## config.mk

```make
export PLATFORM = sky130hd
export DESIGN_NAME = cr_unit
export DESIGN_NICKNAME = d
export VERILOG_FILES = /design/src/rtl/cr_pkg.sv /design/src/rtl/cr_compare.sv /design/src/rtl/cr_zero_test.sv /design/src/rtl/cr_so_sticky.sv /design/src/rtl/cr_field_file.sv /design/src/rtl/cr_unit.sv
export SDC_FILE = /design/constraint.sdc
export NUM_CORES = 1
export LEC_CHECK = 0
export BUFFER_PORTS_ARGS = -buffer_cell sky130_fd_sc_hd__buf_2
export CAP_MARGIN = 20
export CORE_ASPECT_RATIO = 0.9
export CORE_MARGIN = 5
export CORE_UTILIZATION = 24
export DETAILED_ROUTE_END_ITERATION = 10
export GPL_ROUTABILITY_DRIVEN = 0
export GPL_TIMING_DRIVEN = 0
export PLACE_DENSITY = 0.56
export SLEW_MARGIN = 20
export SYNTH_ARGS = -nofsm -noshare
export SYNTH_HDL_FRONTEND = slang
export SYNTH_SLANG_ARGS = --single-unit
```

## constraint.sdc

```tcl
create_clock -name clk_i -period 0.9 [get_ports clk_i]
set_input_delay 0.135 -clock clk_i [delete_from_list [all_inputs] [get_ports clk_i]]
set_output_delay 0.135 -clock clk_i [all_outputs]
set_load 0.03 [all_outputs]
```

## src/rtl/cr_pkg.sv

```systemverilog
package cr_pkg;
  typedef struct packed {
    logic so;
    logic eq;
    logic gt;
    logic lt;
  } cr_field_t;

  localparam int FIELD_W = $bits(cr_field_t);
endpackage

```

## src/rtl/cr_compare.sv

```systemverilog
module cr_compare #(
  parameter int DATA_W = 32,
  parameter int IMM_W  = 16
) (
  input  logic [DATA_W-1:0] a_i,
  input  logic [DATA_W-1:0] b_i,
  input  logic [IMM_W-1:0]  imm_i,
  input  logic              use_imm_i,
  input  logic              signed_i,
  output logic              lt_o,
  output logic              gt_o,
  output logic              eq_o
);
  localparam int EXT_W = DATA_W - IMM_W;

  logic [DATA_W-1:0] imm_ext, b_sel, a_bias, b_bias;

  always_comb begin
    imm_ext = {{EXT_W{signed_i & imm_i[IMM_W-1]}}, imm_i};
    b_sel   = use_imm_i ? imm_ext : b_i;
    // flipping the sign bit maps signed order onto unsigned order
    a_bias  = {a_i[DATA_W-1] ^ signed_i, a_i[DATA_W-2:0]};
    b_bias  = {b_sel[DATA_W-1] ^ signed_i, b_sel[DATA_W-2:0]};
    eq_o    = (a_i == b_sel);
    lt_o    = (a_bias < b_bias);
    gt_o    = ~lt_o & ~eq_o;
  end
endmodule

```

## src/rtl/cr_zero_test.sv

```systemverilog
module cr_zero_test #(
  parameter int DATA_W = 32
) (
  input  logic [DATA_W-1:0] res_i,
  output logic              lt_o,
  output logic              gt_o,
  output logic              eq_o
);
  always_comb begin
    eq_o = (res_i == '0);
    lt_o = res_i[DATA_W-1];
    gt_o = ~eq_o & ~res_i[DATA_W-1];
  end
endmodule

```

## src/rtl/cr_so_sticky.sv

```systemverilog
module cr_so_sticky (
  input  logic clk_i,
  input  logic rst_ni,
  input  logic set_i,
  input  logic clr_i,
  output logic so_next_o,
  output logic so_o
);
  logic so_q;

  // a set wins over a clear in the same cycle
  assign so_next_o = (so_q & ~clr_i) | set_i;
  assign so_o      = so_q;

  always_ff @(posedge clk_i or negedge rst_ni) begin
    if (!rst_ni) so_q <= 1'b0;
    else         so_q <= so_next_o;
  end
endmodule

```

## src/rtl/cr_field_file.sv

```systemverilog
module cr_field_file
  import cr_pkg::*;
#(
  parameter int N_FIELDS = 8,
  localparam int IDX_W = $clog2(N_FIELDS)
) (
  input  logic                       clk_i,
  input  logic                       rst_ni,
  input  logic                       wr_en_i,
  input  logic [IDX_W-1:0]           wr_idx_i,
  input  cr_field_t                  wr_data_i,
  output logic [N_FIELDS*FIELD_W-1:0] cr_o
);
  for (genvar k = 0; k < N_FIELDS; k++) begin : g_field
    cr_field_t q;
    always_ff @(posedge clk_i or negedge rst_ni) begin
      if (!rst_ni)                                   q <= '0;
      else if (wr_en_i && wr_idx_i == IDX_W'(k))     q <= wr_data_i;
    end
    assign cr_o[k*FIELD_W +: FIELD_W] = q;
  end
endmodule

```

## src/rtl/cr_unit.sv

```systemverilog
module cr_unit
  import cr_pkg::*;
#(
  parameter int DATA_W   = 32,
  parameter int IMM_W    = 16,
  parameter int N_FIELDS = 8,
  localparam int IDX_W   = $clog2(N_FIELDS),
  localparam int CR_W    = N_FIELDS * FIELD_W
) (
  input  logic              clk_i,
  input  logic              rst_ni,
  input  logic              cmp_valid_i,
  input  logic              cmp_signed_i,
  input  logic              cmp_use_imm_i,
  input  logic [IDX_W-1:0]  cmp_field_i,
  input  logic [DATA_W-1:0] cmp_a_i,
  input  logic [DATA_W-1:0] cmp_b_i,
  input  logic [IMM_W-1:0]  cmp_imm_i,
  input  logic              rec_valid_i,
  input  logic [DATA_W-1:0] rec_result_i,
  input  logic              ovf_i,
  input  logic              so_clear_i,
  output logic              so_o,
  output logic [CR_W-1:0]   cr_o
);
  logic cmp_lt, cmp_gt, cmp_eq;
  logic z_lt, z_gt, z_eq;
  logic so_next;
  logic wr_en;
  logic [IDX_W-1:0] wr_idx;
  cr_field_t wr_data;

  cr_compare #(.DATA_W(DATA_W), .IMM_W(IMM_W)) u_cmp (
    .a_i       (cmp_a_i),
    .b_i       (cmp_b_i),
    .imm_i     (cmp_imm_i),
    .use_imm_i (cmp_use_imm_i),
    .signed_i  (cmp_signed_i),
    .lt_o      (cmp_lt),
    .gt_o      (cmp_gt),
    .eq_o      (cmp_eq)
  );

  cr_zero_test #(.DATA_W(DATA_W)) u_zero (
    .res_i (rec_result_i),
    .lt_o  (z_lt),
    .gt_o  (z_gt),
    .eq_o  (z_eq)
  );

  cr_so_sticky u_so (
    .clk_i     (clk_i),
    .rst_ni    (rst_ni),
    .set_i     (ovf_i),
    .clr_i     (so_clear_i),
    .so_next_o (so_next),
    .so_o      (so_o)
  );

  // compare has priority; record targets field 0
  always_comb begin
    wr_en      = cmp_valid_i | rec_valid_i;
    wr_idx     = cmp_valid_i ? cmp_field_i : '0;
    wr_data.so = so_next;
    wr_data.lt = cmp_valid_i ? cmp_lt : z_lt;
    wr_data.gt = cmp_valid_i ? cmp_gt : z_gt;
    wr_data.eq = cmp_valid_i ? cmp_eq : z_eq;
  end

  cr_field_file #(.N_FIELDS(N_FIELDS)) u_file (
    .clk_i     (clk_i),
    .rst_ni    (rst_ni),
    .wr_en_i   (wr_en),
    .wr_idx_i  (wr_idx),
    .wr_data_i (wr_data),
    .cr_o      (cr_o)
  );
endmodule

```

==> results_tabular.tex <==
\begin{tabular}{lr}
\hline
Metric & Value \\
\hline
\multicolumn{2}{l}{\textbf{Run status}} \\
Result of the run & finished with violations \\
Violations in the final reports & hold timing, setup timing \\
\multicolumn{2}{l}{\textbf{Global route}} \\
Pin count of the biggest net entering global routing & 34 \\
Antenna violations before repair & 0 \\
First-pass GRT wire length & 13.6 mm \\
Via count of the first global-routing pass & 2799 \\
Total track usage & 13.1\% \\
Total grt overflow & 0 \\
\multicolumn{2}{l}{\textbf{Worst setup path}} \\
Sort of element at the end of the critical path & register \\
Type of the setup path with the least slack & in -> reg \\
Arrival @ worst endpoint & 2.34 ns \\
CP Launch Point & cmp\_use\_imm\_i \\
Crit start category & input port \\
Endpoint of the lowest-slack register-to-register path & u\_file.cr\_o[7]\$\_DFFE\_PN0P\_ \\
Worst Reg-to-Reg Cells & 3 \\
Worst Path Required & 1.03 ns \\
Reg-to-reg critical path startpoint & u\_so.so\_o\$\_DFF\_PN0\_ \\
Reg-to-reg setup timing slack & -0.05 ns \\
Worst Path Max Fanout & 9 \\
Termination of the worst setup path & u\_file.cr\_o[5]\$\_DFFE\_PN0P\_ \\
\multicolumn{2}{l}{\textbf{Synthesis}} \\
Cell area after technology mapping & 2510 sq um \\
Main combinational cell family by area after synthesis & compound AO/OA/AOI/OAI gates \\
Sequential cell area fraction in the yosys report & 32.9\% \\
\#FFs+latches synth & 33 \\
Post-Synth Simple-Gate Area & 15.3\% \\
Share of the synthesized area in compound gates (AO/OA/AOI/OAI) & 19.7\% \\
Post-Synthesis Net Count & 438 \\
Number of instances in the synthesized netlist & 278 \\
Xor-xnor portion of the synthesized cell area & 0.698\% \\
Number of distinct library cells after synthesis & 41 \\
Post-Syn Area per Cell & 9.03 sq um \\
Fraction of synthesized area in multiplexers & 9.57\% \\
Count of warnings emitted by yosys & 0 \\
Synthesized-area fraction occupied by adder cells & 18.4\% \\
\multicolumn{2}{l}{\textbf{Timing}} \\
Worst Slack Setup Final & -1.31 ns \\
Clock Skew & 0.00507 ns \\
Final setup viols & 64 \\
Share of the cycle needed by the critical path after routing & 245\% \\
Maximum operating frequency & 453 MHz \\
Unrepaired setup endpoints after global routing & true \\
Max-slew violations & 0 \\
Worst Hold Margin & -0.0669 ns \\
Slew Limit Headroom & 50.2\% \\
Hold Violations, Final & 33 \\
Minimum clock period & 2.21 ns \\
Transition time at the pin with the least slew margin & 0.746 ns \\
\multicolumn{2}{l}{\textbf{Cells and area}} \\
Area of combinational cells with multiple inputs & 1770 sq um \\
Share of the core filled with cells & 41.5\% \\
Number of fillers in the final layout & 1006 \\
Register area & 827 sq um \\
\# nets final & 619 \\
Fraction of final layout cells with drive strength greater than 1 & 48.8\% \\
Antenna Cells & 0 \\
Area Growth Syn to Fin & 69.4\% \\
\multicolumn{2}{l}{\textbf{Clock network}} \\
Clock slew at reported path FFs & 0.05 ns \\
Number of buffers created by CTS & 5 \\
Bufs on Longest Clock Path & 2 \\
Total number of clock tree sinks & 33 \\
CTS tree & yes \\
Insertion delay of the later-clocked pin in the worst-skew pair & 0.27 ns \\
CTS HTree Levels & 2 \\
Cell chosen for the clock root & clkbuf\_16 \\
\multicolumn{2}{l}{\textbf{Die}} \\
Starting Density & 24.5\% \\
Die Outline Area & 12600 sq um \\
Die Span X & 118 microns \\
Number of ports placed on the die boundary & 156 \\
Site row count & 35 \\
Chip Height & 107 microns \\
Core area & 10200 sq um \\
\multicolumn{2}{l}{\textbf{Detailed routing}} \\
Via count of the routed design & 2770 \\
Sum of routed wire length over all layers & 8.66 mm \\
Drt first pass iters & 4 \\
DR vias/cell & 4.71 \\
Initial detailed-routing violation count & 97 \\
DRC viols & 0 \\
Antenna Nets Post-Route & 0 \\
Final routed wire length divided by cell count & 14.7 microns \\
\multicolumn{2}{l}{\textbf{Worst hold path}} \\
Classification of the worst-slack hold path & in -> async \\
\multicolumn{2}{l}{\textbf{Placement}} \\
Buffers on Ports & 153 \\
DP Wirelength & 7.00 mm \\
Setup slack at placement & -2.09 ns \\
\multicolumn{2}{l}{\textbf{Power and ir drop}} \\
Pwr dens & 1560 nW/um\^{}2 \\
Worst voltage drop across the vdd grid & 1.37 mV \\
Standby leakage power & 0.00217 uW \\
\multicolumn{2}{l}{\textbf{Job}} \\
Max-Cap Viols & 0 \\
\hline
\end{tabular}
[final cells by class]
class,instances,area share [%]
Buffer,8,2.91
Clock buffer,6,3.03
Clock inverter,1,0.118
Inverter,13,1.15
Multi-Input combinational cell,224,41.5
Sequential cell,33,19.4
Tap cell,129,3.80
Timing Repair Buffer,174,28.0
[sequential cells by signal, summed over array words and instances (netlist names)]
name,flops
u_so.so_o,1
u_file.cr_o,32
[worst min path at each step]
stage | slack, ns | cells past startpoint | to
4_1_cts | -0.05 | 1 | u_file.cr_o[30]$_DFFE_PN0P_
6_report | -0.07 | 1 | u_file.cr_o[24]$_DFFE_PN0P_
5_1_grt | 0.002 | 1 | u_file.cr_o[4]$_DFFE_PN0P_
3_3_place_gp | 0.24 | 1 | u_file.cr_o[24]$_DFFE_PN0P_
3_5_place_dp | 0.24 | 1 | u_file.cr_o[25]$_DFFE_PN0P_
2_1_floorplan | -0.16 | 0 | u_file.cr_o[0]$_DFFE_PN0P_
[worst max-delay path, stage by stage]
cell and delay, ns:
buf_12 0.12, buf_8 0.13, mux2i_4 0.18, ha_1 0.27
nand4_1 0.13, or4_4 0.58, a2111oi_4 0.38, buf_12 0.18
nand2_1 0.07, o21ai_1 0.10, a21oi_1 0.06
[timing repair]
action / CTS / global route
pin swaps: 8 / 6
cloned: 2 / 0
gates resized for setup: 95 / 16
endpoints found under the hold margin: 33 / 0
setup buffers: 16 / 3
setup endpoints to repair: 66 / 66
[Yosys cell counts, drive strengths merged]
library cell  count  area [sq um]
a21oi            24           128
xnor2             1          8.76
a21o              1          7.51
inv              13          48.8
ha               37           463
nand2            36           135
o22a              1          8.76
clkbuf            4          15.0
or4               1          11.3
mux2              8          90.1
a2111oi           2          36.3
a22o              1          8.76
a221oi            1          8.76
mux2i            15           150
a22oi             1          7.51
o311ai            1          8.76
o21a              1          7.51
o211ai            3          22.5
dfrtp            33           826
a21bo             1          10.0
buf               4          20.0
nor3              3          15.0
nand4             8          50.1
a21boi            1          7.51
nor2              9          33.8
and3              2          12.5
a2111o            1          11.3
nand3             8          40.0
a211oi            2          15.0
nor4              9          56.3
o21ai            37           185
xor2              1          8.76
o211a             1          10.0
a31oi             2          12.5
or3               1          6.26
nor2b             4          25.0
[routing by layer]
metal | GRT usage (%) | routed length (microns)
met1 | 15.9 | 3720
met2 | 22.2 | 4130
met3 | 4.54 | 638
met4 | 3.19 | 166
met5 | 0 | 0
[power by group]
| group | switching, uW | internal, uW | total, uW |
|---|---|---|---|
| clock | 560 | 1000 | 1560 |
| sequential | 221 | 1780 | 2010 |
| combinational | 1540 | 1510 | 3060 |
[cells in the final DEF (no fill, tap or decap), types with 3 or more instances in the layout]
cell / count
ha_1: 37
buf_2: 120
o21ai_0: 19
nand3_1: 7
buf_12: 4
mux2_4: 7
a21oi_2: 5
clkbuf_16: 6
o21ai_1: 11
o21ai_2: 7
o211ai_1: 3
nand4_1: 8
nand2_1: 36
buf_6: 37
mux2i_1: 14
nor2_1: 9
inv_1: 12
buf_4: 15
dfrtp_1: 32
a21oi_1: 17
nor4_1: 8
[through the flow]
stage	instance area, sq um	power [uW]	hold slack [ns]	std cells	setup TNS (ns)
after floorplan	2600	3380	-0.161	278	-32.96
final	4250	6620	-0.0669	588	-30.97
after detailed placement	3530	4280	0.236	560	-46.05
after global placement	3530	4230	0.237	560	-44.67
after global routing	4250	7050	0.00247	588	-34.75
after CTS	4180	6600	-0.0476	585	-31.16
[kinds of logic (layout without fill, tap and decap cells)]
kind of cell | count (synthesis) | after routing
adders and majority gates | 37 | 37
buffers and inverters | 21 | 202
xor gates and xnor gates | 2 | 2
DFF | 33 | 33
muxes | 23 | 23
AOI/OAI and AO/OA | 81 | 81
and+or+nand+nor | 81 | 81
No activity file was read; power rests on OpenSTA's default activity.
